**src/rtl/cfb_pkg.sv**
```systemverilog
package cfb_pkg;
  localparam int TICK_W = 11;
  localparam int DATA_W = 16;
  localparam int LANE_W = 8;
  localparam int LANES  = DATA_W / LANE_W;

  typedef logic [TICK_W-1:0] tick_t;

  typedef struct packed {
    tick_t setup;       // first strobe tick
    tick_t strobe_end;  // first tick after strobe
    tick_t cs_len;      // chip-select ticks
    tick_t len;         // unstretched access length
  } cfb_tim_t;

  function automatic tick_t dec_setup(input logic [5:0] c);
    return tick_t'({c[5], 7'b0}) + tick_t'(c[4:0]);
  endfunction

  function automatic tick_t dec_pulse(input logic [6:0] c);
    return tick_t'({c[6], 8'b0}) + tick_t'(c[5:0]);
  endfunction

  function automatic tick_t dec_cycle(input logic [8:0] c);
    return tick_t'({c[8:7], 8'b0}) + tick_t'(c[6:0]);
  endfunction
endpackage

```
**src/rtl/cfb_timing_dec.sv**
```systemverilog
module cfb_timing_dec
  import cfb_pkg::*;
(
  input  logic [5:0] setup_i,
  input  logic [6:0] pulse_i,
  input  logic [8:0] cycle_i,
  input  logic [6:0] cs_pulse_i,
  output cfb_tim_t   tim_o
);
  tick_t s_dec, p_dec, c_dec, end_dec, len_a;

  always_comb begin
    s_dec   = dec_setup(setup_i);
    p_dec   = dec_pulse(pulse_i);
    c_dec   = dec_cycle(cycle_i);
    end_dec = s_dec + p_dec;
    len_a   = (c_dec > end_dec) ? c_dec : end_dec;
    tim_o.setup      = s_dec;
    tim_o.strobe_end = end_dec;
    tim_o.cs_len     = dec_pulse(cs_pulse_i);
    tim_o.len        = (len_a == '0) ? tick_t'(1) : len_a;
  end

  always_comb begin
    a_r2_len_covers_strobe: assert (tim_o.len >= tim_o.strobe_end && tim_o.len != '0);
  end
endmodule

```
**src/rtl/cfb_rdy_sync.sv**
```systemverilog
module cfb_rdy_sync #(
  parameter int STAGES = 2
) (
  input  logic clk_i,
  input  logic rst_ni,
  input  logic d_i,
  output logic q_o
);
  logic [STAGES-1:0] sr_q;

  for (genvar k = 0; k < STAGES; k++) begin : g_stage
    always_ff @(posedge clk_i or negedge rst_ni) begin
      if (!rst_ni) sr_q[k] <= 1'b0;
      else         sr_q[k] <= (k == 0) ? d_i : sr_q[(k == 0) ? 0 : k-1];
    end
  end

  assign q_o = sr_q[STAGES-1];
endmodule

```
**src/rtl/cfb_sequencer.sv**
```systemverilog
module cfb_sequencer
  import cfb_pkg::*;
#(
  parameter int ADDR_W = 24,
  parameter int TMO_W  = 8,
  parameter int FLT_W  = 4
) (
  input  logic              clk_i,
  input  logic              rst_ni,
  input  cfb_tim_t          tim_i,
  input  logic [FLT_W-1:0]  float_i,
  input  logic              rdy_en_i,
  input  logic [TMO_W-1:0]  timeout_i,
  input  logic              rdy_i,
  input  logic              req_i,
  input  logic              req_we_i,
  input  logic              req_wide_i,
  input  logic [ADDR_W-1:0] req_addr_i,
  input  logic [DATA_W-1:0] req_wdata_i,
  output logic              ack_o,
  output logic [DATA_W-1:0] rdata_o,
  output logic              err_o,
  output logic              cs_no,
  output logic              rd_no,
  output logic              wr_no,
  output logic [ADDR_W-1:0] addr_o,
  output logic [DATA_W-1:0] data_o,
  output logic [LANES-1:0]  data_oe_o,
  input  logic [DATA_W-1:0] data_i
);
  logic              busy_q, we_q, wide_q, err_q;
  tick_t             t_q;
  logic [TMO_W-1:0]  w_q;
  logic [FLT_W-1:0]  flt_q;
  logic [ADDR_W-1:0] addr_q;
  logic [DATA_W-1:0] wdata_q, rd_q, rd_raw;
  logic              strb, strb_last, not_rdy, stall, tmo, last, start;

  assign strb      = busy_q && (t_q >= tim_i.setup) && (t_q < tim_i.strobe_end);
  assign strb_last = strb && (t_q == tim_i.strobe_end - tick_t'(1));
  assign not_rdy   = rdy_en_i && strb_last && !rdy_i;
  assign stall     = not_rdy && (w_q != timeout_i);
  assign tmo       = not_rdy && (w_q == timeout_i);
  assign last      = busy_q && (t_q == tim_i.len - tick_t'(1)) && !stall;
  assign start     = !busy_q && req_i && (flt_q <= FLT_W'(1));

  always_ff @(posedge clk_i or negedge rst_ni) begin
    if (!rst_ni) begin
      busy_q  <= 1'b0;
      we_q    <= 1'b0;
      wide_q  <= 1'b0;
      err_q   <= 1'b0;
      t_q     <= '0;
      w_q     <= '0;
      flt_q   <= '0;
      addr_q  <= '0;
      wdata_q <= '0;
      rd_q    <= '0;
    end else begin
      if (strb && !we_q) rd_q <= data_i;
      if (!busy_q) begin
        if (flt_q != '0) flt_q <= flt_q - FLT_W'(1);
        if (start) begin
          busy_q  <= 1'b1;
          t_q     <= '0;
          w_q     <= '0;
          err_q   <= 1'b0;
          we_q    <= req_we_i;
          wide_q  <= req_wide_i;
          addr_q  <= req_addr_i;
          wdata_q <= req_wdata_i;
        end
      end else if (stall) begin
        w_q <= w_q + TMO_W'(1);
      end else begin
        if (tmo) err_q <= 1'b1;
        if (last) begin
          busy_q <= 1'b0;
          flt_q  <= we_q ? '0 : float_i;
        end else begin
          t_q <= t_q + tick_t'(1);
        end
      end
    end
  end

  assign rd_raw = (strb && !we_q) ? data_i : rd_q;

  for (genvar l = 0; l < LANES; l++) begin : g_lane
    logic lane_on;
    assign lane_on = (l == 0) || wide_q;
    assign data_oe_o[l] = busy_q && we_q && lane_on;
    assign data_o[l*LANE_W +: LANE_W]  = lane_on ? wdata_q[l*LANE_W +: LANE_W] : '0;
    assign rdata_o[l*LANE_W +: LANE_W] = lane_on ? rd_raw[l*LANE_W +: LANE_W]  : '0;
  end

  assign ack_o  = last;
  assign err_o  = last && (err_q || tmo);
  assign cs_no  = !(busy_q && (t_q < tim_i.cs_len));
  assign rd_no  = !(strb && !we_q);
  assign wr_no  = !(strb && we_q);
  assign addr_o = addr_q;

  a_r2_ack_ends_access: assert property (@(posedge clk_i) disable iff (!rst_ni)
    ack_o |=> !busy_q);
  a_r7_float_gap: assert property (@(posedge clk_i) disable iff (!rst_ni)
    (ack_o && !we_q && float_i >= FLT_W'(2)) |=> !busy_q ##1 !busy_q);
  a_r8_stretch_holds_strobe: assert property (@(posedge clk_i) disable iff (!rst_ni)
    stall |=> ($stable(rd_no) && $stable(wr_no) && $stable(cs_no)));
  a_r10_idle_pins: assert property (@(posedge clk_i) disable iff (!rst_ni)
    !busy_q |-> (cs_no && rd_no && wr_no && data_oe_o == '0));
  a_r11_addr_stable: assert property (@(posedge clk_i) disable iff (!rst_ni)
    (busy_q && $past(busy_q)) |-> $stable(addr_o));
endmodule

```
**src/rtl/cf_bus_cycle_gen.sv**
```systemverilog
module cf_bus_cycle_gen
  import cfb_pkg::*;
#(
  parameter int ADDR_W      = 24,
  parameter int TMO_W       = 8,
  parameter int FLT_W       = 4,
  parameter int SYNC_STAGES = 2
) (
  input  logic              clk_i,
  input  logic              rst_ni,
  input  logic [5:0]        cfg_setup_i,
  input  logic [6:0]        cfg_pulse_i,
  input  logic [8:0]        cfg_cycle_i,
  input  logic [6:0]        cfg_cs_pulse_i,
  input  logic [FLT_W-1:0]  cfg_float_i,
  input  logic              cfg_rdy_en_i,
  input  logic [TMO_W-1:0]  cfg_timeout_i,
  input  logic              req_i,
  input  logic              req_we_i,
  input  logic              req_wide_i,
  input  logic [ADDR_W-1:0] req_addr_i,
  input  logic [15:0]       req_wdata_i,
  output logic              ack_o,
  output logic [15:0]       rdata_o,
  output logic              err_o,
  output logic              bus_cs_no,
  output logic              bus_rd_no,
  output logic              bus_wr_no,
  output logic [ADDR_W-1:0] bus_addr_o,
  output logic [15:0]       bus_data_o,
  output logic [1:0]        bus_data_oe_o,
  input  logic [15:0]       bus_data_i,
  input  logic              bus_rdy_i
);
  cfb_tim_t tim;
  logic     rdy_s;

  cfb_timing_dec u_dec (
    .setup_i    (cfg_setup_i),
    .pulse_i    (cfg_pulse_i),
    .cycle_i    (cfg_cycle_i),
    .cs_pulse_i (cfg_cs_pulse_i),
    .tim_o      (tim)
  );

  cfb_rdy_sync #(.STAGES(SYNC_STAGES)) u_sync (
    .clk_i  (clk_i),
    .rst_ni (rst_ni),
    .d_i    (bus_rdy_i),
    .q_o    (rdy_s)
  );

  cfb_sequencer #(.ADDR_W(ADDR_W), .TMO_W(TMO_W), .FLT_W(FLT_W)) u_seq (
    .clk_i       (clk_i),
    .rst_ni      (rst_ni),
    .tim_i       (tim),
    .float_i     (cfg_float_i),
    .rdy_en_i    (cfg_rdy_en_i),
    .timeout_i   (cfg_timeout_i),
    .rdy_i       (rdy_s),
    .req_i       (req_i),
    .req_we_i    (req_we_i),
    .req_wide_i  (req_wide_i),
    .req_addr_i  (req_addr_i),
    .req_wdata_i (req_wdata_i),
    .ack_o       (ack_o),
    .rdata_o     (rdata_o),
    .err_o       (err_o),
    .cs_no       (bus_cs_no),
    .rd_no       (bus_rd_no),
    .wr_no       (bus_wr_no),
    .addr_o      (bus_addr_o),
    .data_o      (bus_data_o),
    .data_oe_o   (bus_data_oe_o),
    .data_i      (bus_data_i)
  );

  a_r4_one_strobe: assert property (@(posedge clk_i) disable iff (!rst_ni)
    !(!bus_rd_no && !bus_wr_no));
  a_r9_err_needs_ack: assert property (@(posedge clk_i) disable iff (!rst_ni)
    err_o |-> (ack_o && cfg_rdy_en_i));
endmodule

```
**config.mk**
```make
export PLATFORM = sky130hd
export DESIGN_NAME = cf_bus_cycle_gen
export DESIGN_NICKNAME = d
export VERILOG_FILES = /design/src/rtl/cfb_pkg.sv /design/src/rtl/cfb_timing_dec.sv /design/src/rtl/cfb_rdy_sync.sv /design/src/rtl/cfb_sequencer.sv /design/src/rtl/cf_bus_cycle_gen.sv
export SDC_FILE = /design/constraint.sdc
export NUM_CORES = 1
export LEC_CHECK = 0
export BUFFER_PORTS_ARGS = -buffer_cell sky130_fd_sc_hd__clkbuf_2
export CAP_MARGIN = 20
export CORE_UTILIZATION = 55
export CTS_BUF_LIST = sky130_fd_sc_hd__clkbuf_4 sky130_fd_sc_hd__clkbuf_8
export DETAILED_ROUTE_END_ITERATION = 8
export GPL_TIMING_DRIVEN = 1
export PLACE_DENSITY = 0.85
export SYNTH_ARGS = -nofsm -noshare
export SYNTH_HDL_FRONTEND = slang
export SYNTH_SLANG_ARGS = --single-unit
```
**constraint.sdc**
```tcl
create_clock -name clk_i -period 5.99 [get_ports clk_i]
set_input_delay 0 -clock clk_i [delete_from_list [all_inputs] [get_ports clk_i]]
set_output_delay 0 -clock clk_i [all_outputs]
set_load 0.02 [all_outputs]
```
==> results of run 1 <==
-- cell type report --
type | count | share of cell area, %
clock buffer | 9 | 1.58
inverter | 36 | 1.72
multi-input combinational | 551 | 46.9
clock inverter | 7 | 1.02
sequential | 85 | 27.1
timing repair buffer | 235 | 19.4
tap | 140 | 2.23
-- metrics by stage --
step           cells  util, %  worst slack [ns]
2_1_floorplan    723        -             0.806
3_3_place_gp     985     64.0             0.723
3_5_place_dp     985     64.0             0.527
4_1_cts         1062     71.4             0.880
5_1_grt         1063     71.7             0.553
6_report        1063     71.7             0.826
-- sequential cells by signal, indices dropped and copies added (netlist names) --
signal / cells
u_seq.addr_o: 24
u_seq.rd_q: 16
u_seq.wdata_q: 16
u_seq.t_q: 11
u_seq.w_q: 8
u_seq.flt_q: 4
u_seq.busy_q: 1
u_seq.err_q: 1
u_seq.g_lane.lane_on: 1
u_seq.we_q: 1
u_sync.q_o: 1
u_sync.sr_q: 1
-- power groups by stage --
stage                     Combinational, uW  Clock [uW]  Sequential, uW
final                                  1300         432             986
after CTS                              1250         427             963
after floorplan                         946           0             936
after global placement                 1190           0             963
after global routing                   1420         458            1010
after detailed placement               1220           0             968
-- cells by family after synthesis --
| family | share of synthesized area, % |
|---|---|
| mux | 7.03 |
| buf+inv | 7.05 |
| xor+xnor | 6.33 |
| flops | 34.2 |
| fa+ha+maj | 7.55 |
| simple gates | 25.0 |
| compound gates | 12.9 |
-- cell usage in the layout, fill, tap and decap left out, types with 8 or more instances in the layout --
cell / instances
sky130_fd_sc_hd__mux2_2: 21
sky130_fd_sc_hd__clkbuf_2: 165
sky130_fd_sc_hd__nand2_1: 165
sky130_fd_sc_hd__nand2b_1: 8
sky130_fd_sc_hd__nand4_1: 10
sky130_fd_sc_hd__dfrtp_1: 85
sky130_fd_sc_hd__dlygate4sd3_1: 61
sky130_fd_sc_hd__nor3_1: 14
sky130_fd_sc_hd__xnor2_1: 19
sky130_fd_sc_hd__a21oi_1: 17
sky130_fd_sc_hd__clkbuf_8: 9
sky130_fd_sc_hd__buf_4: 8
sky130_fd_sc_hd__o21ai_0: 18
sky130_fd_sc_hd__nor4_1: 9
sky130_fd_sc_hd__xor2_1: 19
sky130_fd_sc_hd__ha_1: 36
sky130_fd_sc_hd__nor2_1: 36
sky130_fd_sc_hd__nand3_1: 15
sky130_fd_sc_hd__mux2i_1: 19
sky130_fd_sc_hd__and2_1: 18
sky130_fd_sc_hd__or3_1: 8
sky130_fd_sc_hd__inv_1: 36
sky130_fd_sc_hd__a21o_1: 9
-- repair_timing --
action,in CTS,in global routing
hold buffers,61,0
setup buffers,0,0
hold endpoints to repair,145,0
-- worst max-delay path, delay by kind of cell --
kind,cells,cell delay (ns)
muxes,2,0.52
adders and majority gates,4,1.34
AOI/OAI and AO/OA,6,1.32
buffers and inverters,3,0.59
xor gates and xnor gates,1,0.38
and+or+nand+nor,5,1.25
-- final timing paths --
path	end	slack, ns	depth (start not counted)
min in group clk_i	u_seq.flt_q[1]$_DFFE_PN0P_	0.18	3
worst max register to register	u_seq.t_q[5]$_DFFE_PN0P_	1.82	14
max in group asynchronous	u_sync.sr_q[0]$_DFF_PN0_	5.32	3
worst min register to register	u_sync.q_o$_DFF_PN0_	0.36	0
worst max-delay path	u_seq.t_q[5]$_DFFE_PN0P_	0.83	21
worst min-delay path	u_seq.rd_q[5]$_DFF_PN0_	0.05	2
-- synthesized netlist by cell type, drive strengths merged, types with 4 or more instances --
master  instances  area share (%)
o21a            5            0.60
or3             8            0.80
a21oi          18             1.5
nor3           14             1.1
clkbuf         25             1.5
mux2           22             4.0
and2           18             1.8
xor2           20             2.9
nand2         165             9.9
a31oi           6            0.60
a211o           6            0.84
nor4           11             1.4
nor2           37             2.3
o211ai          5            0.60
inv            36             2.2
ha             36             7.2
mux2i          19             3.1
nand2b          8            0.80
nand4          10             1.0
nor2b           5            0.50
xnor2          19             2.7
o21ai          22             1.8
a21o            9             1.1
dfrtp          85              34
o41ai           4            0.56
o31ai           4            0.48
nand3          15             1.2
and3            8            0.88
nor4b           6            0.84
buf            26             3.4
-- metal layers --
metal | share of wire, % | wire length [um] | global-route usage [%] | up-vias
li1 | - | - | - | 2877
met1 | 39 | 7210 | 38.2 | 2899
met2 | 50 | 9260 | 55.0 | 311
met3 | 7.5 | 1390 | 5.85 | 58
met4 | 2.8 | 523 | 12.9 | 0
met5 | 0 | 0 | 0 | -
==> results.toml, run 1 <==
[finish]
fin_nets = 1059
nFillCells = 775
final_cell_area_um2 = 7840
post_route_cells_drive_above_1_share_pct = 24.5
multi_input_comb_area_um2 = 3670
syn2layout_area_growth_pct = 25.9
antenna-diode-count = 0
regArea_um2 = 2130

[critical_path]
path_common_cell = "sky130_fd_sc_hd__ha_1"
worstSetupEndpointType = "register"
critPathRequiredTime_ns = 6.24
critical_path.startpoint = "cfg_setup_i[0]"
crit_path_top_delay_cell = "sky130_fd_sc_hd__fa_1"
path_max_fanout = 24
worst-setup-path-type = "input port to register"
critPathMaxStageDelay_ns = 0.46
r2r_start = "u_seq.t_q[1]$_DFFE_PN0P_"
startpoint_type = "input port"
cell_by_cell_listing_of_the_critical_path = "clkbuf_2 > ha_1 > fa_1 > xor2_2 > inv_1 > ha_1 > o21a_1 > o21ai_0 > a311o_1 > a21oi_2 > mux2i_1 > ha_1 > nand2_1 > or3_1 > or3b_2 > a32o_1 > o22ai_1 > and4_1 > buf_4 > nor3_1 > mux2_2"
critPathArrivalTime_ns = 5.41

[synth]
post_synth_num_cell_types = 72
synth_top_flop_cell = "sky130_fd_sc_hd__dfrtp_1"
ys_seq_elements = 85
synth_enable_flop_cells = 0
synthesis.yosys.warnings = 0
synth_async_sr_flop_share_pct = 100
post_synthesis_net_count = 864
syn-instance-count = 723
synth_seq_area_share_pct = 34.2
syn-cell-area_um2 = 6230
synthesis.area_per_instance_um2 = 8.61

[die]
die_y_um = 108
initial_core_util_pct = 56.9
die_area_um2 = 11800
design.core.area_um2 = 10900
floorplan.io_pins = 167
fp-row-count = 38
fp.dieW_um = 108

[pwr]
p_seq_share_pct = 36.3
power.leakage_uw = 0.00411
share_comb_of_total_power_pct = 47.8
p_total_uw = 2720
cellInternalPower_uw = 1510
p_per_area_nw_per_um2 = 347
switching_power_uw = 1210
p_clk_share_pct = 15.9
switching_share_pct = 44.4
irDropWorstVdd_mv = 0.219

[placement]
io_buffer_count = 166
gp_congestion = 1.02
placement_cell_area_um2 = 7000
detailed_placer_s_ending_hpwl_mm = 11.4

[route]
drt-initial-drc-count = 597
detail_route.drc_violations = 0
post_drt_via_cell_ratio = 5.78
drt-wirelength-per-cell_um = 17.3
totalWireLength_mm = 18.4
ant_nets = 0
drt_pass1_iterations = 6
detailed_route_via_count = 6145

[timing]
fin_setup_tns_ns = 0
tightestPinTransition_ns = 1.11
worst_clock_skew_ns = 0.0194
timing_hold_violations_final = 0
period_minus_slack_ns = 5.16
timing.final.setup_violations = 0
worst_hold_slack_ns = 0.0511
timing.fmax_mhz = 194
timing.max_slew.rel_slack_pct = 25.9
grt_setup_unrepaired = "false"
post-route-period-util_pct = 86.2
slew_violations = 0

[clocking]
cts-buffers-inserted = 9
insertion_delay_ns = 0.37
clock_tree.htree_level_count = 3
clk_transition_reported_paths_ns = 0.11
cts.root.buffer_cell = "sky130_fd_sc_hd__clkbuf_8"
tritoncts_clock_tree = "yes"
cts_max_path_buffers = 2
cts_num_sinks = 85
cts-resized-gates = 0

[global_routing]
grt_max_degree = 86
first_global_vias = 6117
grt_antenna_before_repair = 0
grt_overflow_total = 0
grt_first_pass_wirelength_mm = 28.9
global_route.usage.total_pct = 31.6

[flow_run]
cap_viol_max_count = 0

[min_path]
kind_of_path_behind_the_tightest_hold_check = "input port to asynchronous set/reset pin"

[run_status]
run_status = "complete, no violations"
Power figures use the tool's default switching activity.
==> inputs of run 2 (changes only) <==
- ABC_AREA: unset -> 1
==> results.toml, run 2 <==
[run_status]
run_status = "complete, no violations"

[die]
initial_core_util_pct = 56.3
floorplan.io_pins = 167
design.core.area_um2 = 10800
fp.dieW_um = 107
fp-row-count = 38
die_area_um2 = 11500
die_y_um = 107

[synth]
syn-cell-area_um2 = 6110
synth_most_common_cell = "sky130_fd_sc_hd__nand2_1"
synth_common_cells = "sky130_fd_sc_hd__nand2_1 (331), sky130_fd_sc_hd__inv_1 (95), sky130_fd_sc_hd__dfrtp_1 (85), sky130_fd_sc_hd__nand3_1 (57), sky130_fd_sc_hd__nor2_1 (48)"
synth_top_flop_cell = "sky130_fd_sc_hd__dfrtp_1"
post_synth_num_cell_types = 38
ys_seq_elements = 85
ys_top_cells_by_area = "sky130_fd_sc_hd__dfrtp_1 (35%), sky130_fd_sc_hd__nand2_1 (20%), sky130_fd_sc_hd__ha_1 (7.4%)"
synth_top_area_share_pct = 34.8
synth_async_sr_flop_share_pct = 100
synth_seq_area_share_pct = 34.8
syn-instance-count = 872
synth_largest_area_cell = "sky130_fd_sc_hd__dfrtp_1"
synthesis.yosys.warnings = 0
synthesis.area_per_instance_um2 = 7.00
synth_enable_flop_cells = 0
post_synthesis_net_count = 1013

[critical_path]
critPathArrivalTime_ns = 4.90
path_common_cell = "sky130_fd_sc_hd__nand2_1"
startpoint_type = "input port"
critPathRequiredTime_ns = 5.99
crit_path_top_delay_cell = "sky130_fd_sc_hd__fa_1"
path_max_fanout = 13
worstSetupEndpointType = "primary output"
critPathMaxStageDelay_ns = 0.47
worst-setup-path-type = "input port to primary output"

[finish]
largest_register_ffs = 24
syn2layout_area_growth_pct = 26.8
multi_input_comb_area_um2 = 3330
post_route_cells_drive_above_1_share_pct = 23.2
regArea_um2 = 2130
mostFrequentLayoutCells = "sky130_fd_sc_hd__nand2_1 (331), sky130_fd_sc_hd__clkbuf_2 (165), sky130_fd_sc_hd__inv_1 (95)"
non_filler_instances = 1218
final_common_cell = "sky130_fd_sc_hd__nand2_1"
fin_nets = 1215
nFillCells = 837
antenna-diode-count = 0

[timing]
tightestPinTransition_ns = 0.566
period_minus_slack_ns = 4.90
timing_hold_violations_final = 0
slew_violations = 0
timing.fmax_mhz = 204
timing.final.setup_violations = 0
post-route-period-util_pct = 81.8
fin_setup_tns_ns = 0
layout_setup_ws_ns = 1.09
timing.max_slew.rel_slack_pct = 62.3
grt_setup_unrepaired = "false"
worst_clock_skew_ns = 0.0177

[clocking]
cts-resized-gates = 0
clock_tree.htree_level_count = 3
insertion_delay_ns = 0.36
cts_max_path_buffers = 2
cts_hold_buffers = 60
post-cts-setup-buffers = 0
tritoncts_clock_tree = "yes"
cts.root.buffer_cell = "sky130_fd_sc_hd__clkbuf_8"
cts_num_sinks = 85
cts-buffers-inserted = 9
clk_transition_reported_paths_ns = 0.08

[global_routing]
grt_overflow_total = 0
grt_antenna_before_repair = 0
global_route.usage.total_pct = 30.3
grt_max_degree = 86
first_global_vias = 6178
grt_first_pass_wirelength_mm = 27.6

[route]
detail_route.drc_violations = 0
post_drt_via_cell_ratio = 5.18
drt_pass1_iterations = 5
drt-wirelength-per-cell_um = 13.9
detailed_route_via_count = 6304
ant_nets = 0
drt-initial-drc-count = 425
totalWireLength_mm = 16.9

[pwr]
p_per_area_nw_per_um2 = 386
cellInternalPower_uw = 1580
switching_share_pct = 47.0
share_comb_of_total_power_pct = 50.4
p_seq_share_pct = 34.2
switching_power_uw = 1400
power.leakage_uw = 0.00447
irDropWorstVdd_mv = 0.331
p_total_uw = 2980
p_clk_share_pct = 15.4

[flow_run]
cap_viol_max_count = 0

[placement]
gp_congestion = 0.914
detailed_placer_s_ending_hpwl_mm = 11.0
post-place-cells = 1142
io_buffer_count = 166
detailedPlace.worstSlack_ns = 0.929

[min_path]
kind_of_path_behind_the_tightest_hold_check = "input port to register"
[run 2: cell types whose count changed after synthesis, moves of 16 or more]
cell / previous run / this run
sky130_fd_sc_hd__nand2_2: 0 / 18
sky130_fd_sc_hd__a21oi_1: 17 / 34
sky130_fd_sc_hd__nand3_1: 15 / 57
sky130_fd_sc_hd__mux2_2: 21 / 0
sky130_fd_sc_hd__nand2_1: 165 / 331
sky130_fd_sc_hd__inv_1: 36 / 95
sky130_fd_sc_hd__mux2i_1: 19 / 0
sky130_fd_sc_hd__and2_1: 18 / 0
sky130_fd_sc_hd__xnor2_1: 19 / 3
[run 2: routing by layer]
layer | part of all wire, % | up-vias | GRT usage, %
li1 | - | 3136 | -
met1 | 41 | 2862 | 37.3
met2 | 49 | 244 | 51.9
met3 | 6.0 | 62 | 5.45
met4 | 3.5 | 0 | 13.3
met5 | 0 | - | 0
[run 2: layout make-up]
| class | instances | share of cell area, % |
|---|---|---|
| well taps | 140 | 2.26 |
| flip-flops and latches | 85 | 27.5 |
| clock buffers | 9 | 1.60 |
| multi-input cells | 641 | 43.1 |
| repair buffers | 230 | 19.2 |
| clock inverters | 6 | 1.24 |
| inverters | 107 | 5.19 |
[run 2: final timing paths]
kind / from / end / slack [ns] / cells past startpoint
worst min-delay path: cfg_float_i[3] / u_seq.flt_q[3]$_DFFE_PN0P_ / 0.002 / 5
worst max-delay path: cfg_setup_i[0] / err_o / 1.09 / 35
worst min register to register: u_sync.sr_q[0]$_DFF_PN0_ / u_sync.q_o$_DFF_PN0_ / 0.36 / 0
worst max register to register: u_seq.t_q[4]$_DFFE_PN0P_ / u_seq.t_q[8]$_DFFE_PN0P_ / 2.70 / 23
max in group asynchronous: rst_ni / u_seq.t_q[10]$_DFFE_PN0P_ / 5.36 / 3
min in group asynchronous: rst_ni / u_seq.rd_q[7]$_DFF_PN0_ / 0.02 / 2
[run 2: cell families after synthesis]
group	count (synthesis)	share of synthesized area (%)
buffers and inverters	146	10.6
AOI/OAI and AO/OA	72	7.05
DFF	85	34.8
xor gates and xnor gates	22	3.16
and+or+nand+nor	510	36.6
adders and majority gates	37	7.70
[run 2: stage by stage]
step | utilization [%] | area, um^2 | hold slack [ns]
after detailed placement | 63.6 | 6890 | 0.110
after CTS | 71.2 | 7710 | 0.000584
after global placement | 63.6 | 6890 | 0.110
after global routing | 71.4 | 7740 | 0.0241
after floorplan | - | 6110 | -0.296
final | 71.4 | 7740 | 0.00219
[run 2: critical path, delay by kind of cell]
kind                       cells  cell delay [ns]
and+or+nand+nor               20             1.90
adders and majority gates      4             1.28
xor gates and xnor gates       3             0.83
AOI/OAI and AO/OA              4             0.51
buffers and inverters          4             0.38
[run 2: power groups by stage]
| stage | registers, uW | clock network, uW | logic (uW) |
|---|---|---|---|
| finish | 1020 | 459 | 1500 |
| global route | 1040 | 491 | 1670 |
| CTS | 1000 | 465 | 1460 |
| detailed placement | 1010 | 0 | 1430 |
| global placement | 1010 | 0 | 1390 |
| floorplan | 1030 | 0 | 1070 |
